<file path="config.mk">
export PLATFORM = sky130hd
export DESIGN_NAME = rx_wmark_ctrl
export DESIGN_NICKNAME = d
export VERILOG_FILES = /design/src/rtl/rwc_pkg.sv /design/src/rtl/rwc_hyst.sv /design/src/rtl/rwc_copy_len.sv /design/src/rtl/rwc_reg_vec.sv /design/src/rtl/rx_wmark_ctrl.sv
export SDC_FILE = /design/constraint.sdc
export NUM_CORES = 1
export LEC_CHECK = 0
export ABC_AREA = 0
export CORE_AREA = 2 2 181 183
export CTS_BUF_LIST = sky130_fd_sc_hd__clkbuf_16
export DETAILED_ROUTE_END_ITERATION = 10
export DIE_AREA = 0 0 183 185
export GPL_ROUTABILITY_DRIVEN = 0
export PLACE_DENSITY = 0.57
export SLEW_MARGIN = 20
export SYNTH_ARGS = -nofsm -noshare
export SYNTH_HDL_FRONTEND = slang
export SYNTH_SLANG_ARGS = --single-unit
</file>
<file path="constraint.sdc">
create_clock -name clk -period 4 [get_ports clk]
set_clock_uncertainty 0.15 [all_clocks]
set_input_delay 0.4 -clock clk [delete_from_list [all_inputs] [get_ports clk]]
set_output_delay 0.4 -clock clk [all_outputs]
set_load 0.05 [all_outputs]
</file>
<file path="src/rtl/rwc_pkg.sv">
// Shared descriptor layout for the receive watermark controller.
// Assumes a 64-bit descriptor: address 39:0, length 59:40,
// virtual-address flag 60, no-delay flag 61, bits 63:62 unused.
package rwc_pkg;

    localparam int DESC_W   = 64;
    localparam int D_ADDR_W = 40;
    localparam int D_LEN_W  = 20;

    typedef struct packed {
        logic [1:0]          spare;
        logic                no_delay;
        logic                virt;
        logic [D_LEN_W-1:0]  len;
        logic [D_ADDR_W-1:0] addr;
    } rwc_desc_t;

endpackage

</file>
<file path="src/rtl/rwc_hyst.sv">
// Hysteretic low flag for a byte-occupancy count.
// Sets when occupancy is below the low threshold, clears when above the
// high threshold (clear wins if both hold), holds otherwise.
// Assumes thresholds are static while meaningful; resets to 1 (empty).
module rwc_hyst #(
    parameter int CNT_W = 32
) (
    input  logic             clk,
    input  logic             rst_n,
    input  logic [CNT_W-1:0] occ,
    input  logic [CNT_W-1:0] thr_lo,
    input  logic [CNT_W-1:0] thr_hi,
    output logic             low_o
);

    logic below_lo;
    logic above_hi;

    // Threshold comparisons against the current occupancy.
    always_comb begin
        below_lo = (occ < thr_lo);
        above_hi = (occ > thr_hi);
    end

    // Flag register with clear priority over set.
    always_ff @(posedge clk) begin
        if (!rst_n) begin
            low_o <= 1'b1;
        end else if (above_hi) begin
            low_o <= 1'b0;
        end else if (below_lo) begin
            low_o <= 1'b1;
        end
    end

endmodule

</file>
<file path="src/rtl/rwc_copy_len.sv">
// Receive copy-length computation.
// On a strobe, registers min(descriptor length, bytes left), cut down to
// the zero-copy size when the policy is on, the descriptor allows it, the
// buffer is low and the base length exceeds the mark. Result and a valid
// pulse appear one cycle after the strobe; the length holds otherwise.
module rwc_copy_len #(
    parameter int CNT_W = 32,
    parameter int LEN_W = 20
) (
    input  logic             clk,
    input  logic             rst_n,
    input  logic             go,
    input  logic [LEN_W-1:0] d_len,
    input  logic             d_no_delay,
    input  logic [CNT_W-1:0] pkt_left,
    input  logic             policy_en,
    input  logic             low_in,
    input  logic [CNT_W-1:0] zc_mark,
    input  logic [CNT_W-1:0] zc_size,
    output logic [CNT_W-1:0] len_o,
    output logic             valid_o,
    output logic             cut_o
);

    localparam int PAD_W = CNT_W - LEN_W;

    logic [CNT_W-1:0] len_ext;
    logic [CNT_W-1:0] base_len;
    logic             do_cut;
    logic [CNT_W-1:0] final_len;

    // Widen the descriptor length to the count width.
    always_comb len_ext = {{PAD_W{1'b0}}, d_len};

    // Base length is the smaller of descriptor length and bytes left.
    always_comb base_len = (len_ext < pkt_left) ? len_ext : pkt_left;

    // Decide whether the copy is cut to the header-sized length.
    always_comb begin
        do_cut    = policy_en && !d_no_delay && low_in && (base_len > zc_mark);
        final_len = do_cut ? zc_size : base_len;
    end

    // Register the result on a strobe; valid is a single-cycle pulse.
    always_ff @(posedge clk) begin
        if (!rst_n) begin
            len_o   <= '0;
            cut_o   <= 1'b0;
            valid_o <= 1'b0;
        end else begin
            valid_o <= go;
            if (go) begin
                len_o <= final_len;
                cut_o <= do_cut;
            end
        end
    end

endmodule

</file>
<file path="src/rtl/rwc_reg_vec.sv">
// Plain registered vector with a parameterised reset value, used for
// the status bits and the single-cycle interrupt request pulses.
// Assumes requests are level for exactly the cycles they apply.
module rwc_reg_vec #(
    parameter int          N       = 1,
    parameter logic [N-1:0] RST_VAL = '0
) (
    input  logic         clk,
    input  logic         rst_n,
    input  logic [N-1:0] d,
    output logic [N-1:0] q
);

    // One flop per bit, synchronous reset.
    for (genvar i = 0; i < N; i++) begin : g_bit
        always_ff @(posedge clk) begin
            if (!rst_n) q[i] <= RST_VAL[i];
            else        q[i] <= d[i];
        end
    end

endmodule

</file>
<file path="src/rtl/rx_wmark_ctrl.sv">
// Receive watermark and copy-length controller (top).
// Tracks receive occupancy with a hysteretic low flag, reports receive
// high and transmit full status, requests interrupts on receive-high
// arrival and on each transmitted packet (plus transmit-low), computes
// the receive copy length and flags inconsistent copy settings.
// Assumes CNT_W is at least the descriptor length width.
module rx_wmark_ctrl
    import rwc_pkg::*;
#(
    parameter int CNT_W = 32
) (
    input  logic              clk,
    input  logic              rst_n,
    input  logic [CNT_W-1:0]  rx_occ,
    input  logic              rx_arrive,
    input  logic [CNT_W-1:0]  tx_occ,
    input  logic [CNT_W-1:0]  tx_free,
    input  logic              tx_sent,
    input  logic              cfg_zero_copy,
    input  logic              cfg_delay_copy,
    input  logic [CNT_W-1:0]  thr_rx_low,
    input  logic [CNT_W-1:0]  thr_rx_high,
    input  logic [CNT_W-1:0]  thr_tx_low,
    input  logic [CNT_W-1:0]  max_rx_copy,
    input  logic [CNT_W-1:0]  max_tx_copy,
    input  logic [CNT_W-1:0]  zc_size,
    input  logic [CNT_W-1:0]  zc_mark,
    input  logic              copy_go,
    input  logic [DESC_W-1:0] desc,
    input  logic [CNT_W-1:0]  pkt_left,
    output logic [CNT_W-1:0]  copy_len,
    output logic              copy_valid,
    output logic              copy_cut,
    output logic              rx_low,
    output logic              rx_high_stat,
    output logic              tx_full_stat,
    output logic              cfg_bad,
    output logic              irq_rx_high,
    output logic              irq_tx_pkt,
    output logic              irq_tx_low
);

    localparam int N_IRQ  = 3;
    localparam int N_STAT = 3;

    rwc_desc_t         dsc;
    logic              policy_en;
    logic [N_IRQ-1:0]  irq_req;
    logic [N_IRQ-1:0]  irq_q;
    logic [N_STAT-1:0] stat_d;
    logic [N_STAT-1:0] stat_q;

    // Decode the descriptor fields and the copy policy.
    always_comb begin
        dsc       = rwc_desc_t'(desc);
        policy_en = cfg_zero_copy || cfg_delay_copy;
    end

    rwc_hyst #(.CNT_W(CNT_W)) u_hyst (
        .clk    (clk),
        .rst_n  (rst_n),
        .occ    (rx_occ),
        .thr_lo (thr_rx_low),
        .thr_hi (thr_rx_high),
        .low_o  (rx_low)
    );

    rwc_copy_len #(.CNT_W(CNT_W), .LEN_W(D_LEN_W)) u_copy (
        .clk        (clk),
        .rst_n      (rst_n),
        .go         (copy_go),
        .d_len      (dsc.len),
        .d_no_delay (dsc.no_delay),
        .pkt_left   (pkt_left),
        .policy_en  (policy_en),
        .low_in     (rx_low),
        .zc_mark    (zc_mark),
        .zc_size    (zc_size),
        .len_o      (copy_len),
        .valid_o    (copy_valid),
        .cut_o      (copy_cut)
    );

    // Interrupt requests: receive-high on arrival, transmit packet/low.
    always_comb begin
        irq_req[0] = rx_arrive && (rx_occ >= thr_rx_high);
        irq_req[1] = tx_sent;
        irq_req[2] = tx_sent && (tx_occ < thr_tx_low);
    end

    rwc_reg_vec #(.N(N_IRQ), .RST_VAL('0)) u_irq (
        .clk   (clk),
        .rst_n (rst_n),
        .d     (irq_req),
        .q     (irq_q)
    );

    // Status comparisons and configuration consistency.
    always_comb begin
        stat_d[0] = (rx_occ > thr_rx_high);
        stat_d[1] = (tx_free < max_tx_copy);
        stat_d[2] = (max_rx_copy < zc_mark) || (zc_size >= zc_mark);
    end

    rwc_reg_vec #(.N(N_STAT), .RST_VAL('0)) u_stat (
        .clk   (clk),
        .rst_n (rst_n),
        .d     (stat_d),
        .q     (stat_q)
    );

    // Map the registered vectors onto named outputs.
    always_comb begin
        irq_rx_high  = irq_q[0];
        irq_tx_pkt   = irq_q[1];
        irq_tx_low   = irq_q[2];
        rx_high_stat = stat_q[0];
        tx_full_stat = stat_q[1];
        cfg_bad      = stat_q[2];
    end

endmodule

</file>
==> results.json <==
{
  "outcome": "finished, violations left",
  "violations": "setup timing",
  "synth-seq-cells": 41,
  "grt_pass1_vias": 9258,
  "rows": 66,
  "fin_util_pct": 43.4,
  "fin_crit_sh_pct": 102,
  "ff2ff_path_depth": 5,
  "critPathKind": "primary input to flop",
  "vdd_ir_drop_max_uv": 129,
  "grt_usage_pct": 19.4,
  "synth.area.top_cells": "ha_1 (39%), dfxtp_1 (11%), inv_1 (8.7%), a21oi_1 (4.4%), o21ai_0 (3.9%)",
  "holdCritPathClass": "flop to flop",
  "synth_top_area_cell": "ha_1",
  "cts_buffer_depth": 2,
  "placed_cells": 1875,
  "finalPower_mw": 2.29,
  "synth_area_mm2": 0.00775,
  "critPathMaxFanout": 6,
  "grt-ovfl-total": 0,
  "drc": 0,
  "cp_common_cell": "buf_6",
  "vias": 8970,
  "clock-root-buffer": "clkbuf_16",
  "crit_path_start": "desc[58]",
  "ant_nets": 0,
  "clk_latency_ns": 0.30,
  "antenna_found_initial": 13,
  "crit_required_ns": 4.05,
  "fin_nets": 2151,
  "rr_endpoint": "u_copy.len_o[16]",
  "wirelength_mm": 33.9,
  "die-area_mm2": 0.0339,
  "ys_warn_count": 0,
  "num_io_pins": 464,
  "critPathArrivalTime_ns": 4.13,
  "synthArstFlopShare_pct": 0,
  "synth_edf_count": 0,
  "final_cell_mix": "clkdlybuf4s50_1 (379), ha_1 (211), inv_1 (169)",
  "dp_hpwl_mm": 29.7,
  "cts_tree": "done",
  "report.final.setup_viol": 31,
  "area_growth_pct": 79.5,
  "timing.final.ws_setup_ns": -0.0821,
  "reg2reg_from": "u_hyst.low_o",
  "ff2ff_setup_slack_ns": 2.28,
  "hold_violations": 0,
  "grt_max_degree": 46,
  "slowest_stage": "a211oi_4",
  "crit_chain": "clkdlybuf4s15_2, ha_4, nand2_2, o21ai_2, a2111o_1, buf_6, a41oi_2, a211oi_4, buf_6, mux2_4, ha_4, nand4_1, buf_6, nor4_4, nand4_1, nor4bb_4, o21ai_4, buf_6, clkbuf_16, o21ai_2, a31o_1",
  "cts_hold_buf": 0,
  "drt_iter0_markers": 213,
  "io_buffers": 420,
  "drive_above_1_share_pct": 16.0,
  "p_per_area_mw_per_mm2": 165,
  "ys_seq_area_share_pct": 10.6,
  "cp-endpoint": "u_copy.len_o[17]",
  "wl_per_cell_um": 17.8,
  "die_w_um": 183,
  "avgSynthCellArea_um2": 7.82,
  "clock_sinks": 41,
  "mostFrequentLayoutCell": "clkdlybuf4s50_1",
  "min_period_ns": 4.08,
  "cap_violations": 0,
  "fp.dieH_um": 185,
  "grt_pass1_wl_mm": 50.3,
  "max-slew-margin-rel_pct": 40.1,
  "start_util_pct": 24.2,
  "p_leak_nw": 6.54,
  "tightestPinTransition_ns": 0.895,
  "core_mm2": 0.0320,
  "start_kind": "primary input",
  "max_clock_freq_ghz": 0.245,
  "rsz0062_at_grt": "yes",
  "ys_types": 57,
  "layout.cells.non_filler": 1905,
  "first_pass_iters": 6,
  "cts_max_level": 2,
  "viasPerCell": 4.71,
  "synth.top_cell.area_share_pct": 38.6,
  "slowest_delay_ns": 0.34,
  "drv_slew": 0,
  "synthFlopType": "dfxtp_1",
  "syn-instance-count": 991,
  "crit_path_end_kind": "flop",
  "clk_pin_slew_ns": 0.07,
  "cts_buffers": 5
}
## area by class of cell
type,count,area (um2)
fill,3257,18100
multi-input combinational,758,6840
timing repair buffer,502,4880
sequential,41,821
inverter,181,682
tap,408,510
clock buffer,5,125
clock inverter,3,37.5
antenna,7,17.5
## power by group
group	leakage, nW	internal (mW)	switching (mW)
combinational	6.12	0.744	0.616
clock	0.0827	0.291	0.191
sequential	0.337	0.434	0.0169
## worst min-delay path by stage
stage / cells after the start / start / endpoint / slack, ns
final: 2 / u_copy.cut_o / u_copy.cut_o / 0.33
after global routing: 2 / u_copy.cut_o / u_copy.cut_o / 0.35
after CTS: 2 / u_copy.cut_o / u_copy.cut_o / 0.32
after detailed placement: 2 / u_copy.cut_o / u_copy.cut_o / 0.31
after global placement: 2 / u_copy.cut_o / u_copy.cut_o / 0.31
after floorplan: 1 / tx_sent / u_irq.q[1] / 0.39
## cell families after synthesis
logic type	Yosys count	synth area share [%]
AND/OR/NAND/NOR	238	15.7
adder cells (fa/ha/maj)	239	38.6
other	1	0.0484
multiplexers	20	3.81
AO/OA/AOI/OAI	249	21.2
buffers and inverters	203	10.0
flip-flops	41	10.6
## Yosys cell counts, drive strengths merged (2+ instances only)
library cell / instances
ha: 239
a211oi: 11
inv: 179
a21oi: 69
clkbuf: 20
nand3b: 9
or2: 3
or3: 3
o311ai: 2
o221ai: 2
nor4: 9
nor3: 11
buf: 2
nor2b: 10
dfxtp: 41
clkinv: 2
o2111ai: 4
a31o: 20
and4: 3
nor2: 38
nand3: 39
mux2: 19
nand2: 57
a41oi: 3
a2111oi: 8
a21o: 29
nand2b: 10
o21ai: 63
a2bb2oi: 13
a31oi: 4
o21a: 4
a21boi: 2
nand4: 38
o211ai: 3
a221oi: 2
and3: 4
## worst max-delay path: cells and delay by family
kind / cells / cell delay (ns)
AND/OR/NAND/NOR: 5 / 0.75
multiplexers: 1 / 0.33
AO/OA/AOI/OAI: 7 / 1.08
adder cells (fa/ha/maj): 2 / 0.55
buffers and inverters: 6 / 1.01
## sequential cells by signal, summed over array words and instances (netlist names)
register and count:
u_copy.len_o 32, u_irq.q 3, u_stat.q 3, u_copy.cut_o 1
u_copy.valid_o 1, u_hyst.low_o 1
## through the flow
step	worst slack, ns	area [um2]	setup TNS [ns]	hold WS (ns)
6_report	-0.0821	13900	-1.41	0.327
4_1_cts	-0.00149	13700	-0.00204	0.320
2_1_floorplan	0.108	7820	0	0.394
5_1_grt	-0.206	13900	-5.64	0.353
3_5_place_dp	-0.924	13000	-28.21	0.309
3_3_place_gp	-0.835	13000	-26.57	0.312
## per-layer routing
| metal | track usage (%) | wire [um] | up-vias |
|---|---|---|---|
| met5 | 0 | 70 | - |
| met4 | 5.57 | 923 | 10 |
| met3 | 5.15 | 2150 | 55 |
| met2 | 35.3 | 16700 | 273 |
| met1 | 22.1 | 14100 | 4051 |
| li1 | - | - | 4581 |
## timing repair
item,4_1_cts,5_1_grt
hold endpoints to repair,0,0
endpoints found under the setup margin,33,33
pin swaps,24,47
buffers inserted,10,2
gates resized for setup,196,72
gates cloned,4,1
Note: power is estimated with default switching activity, not from simulation.
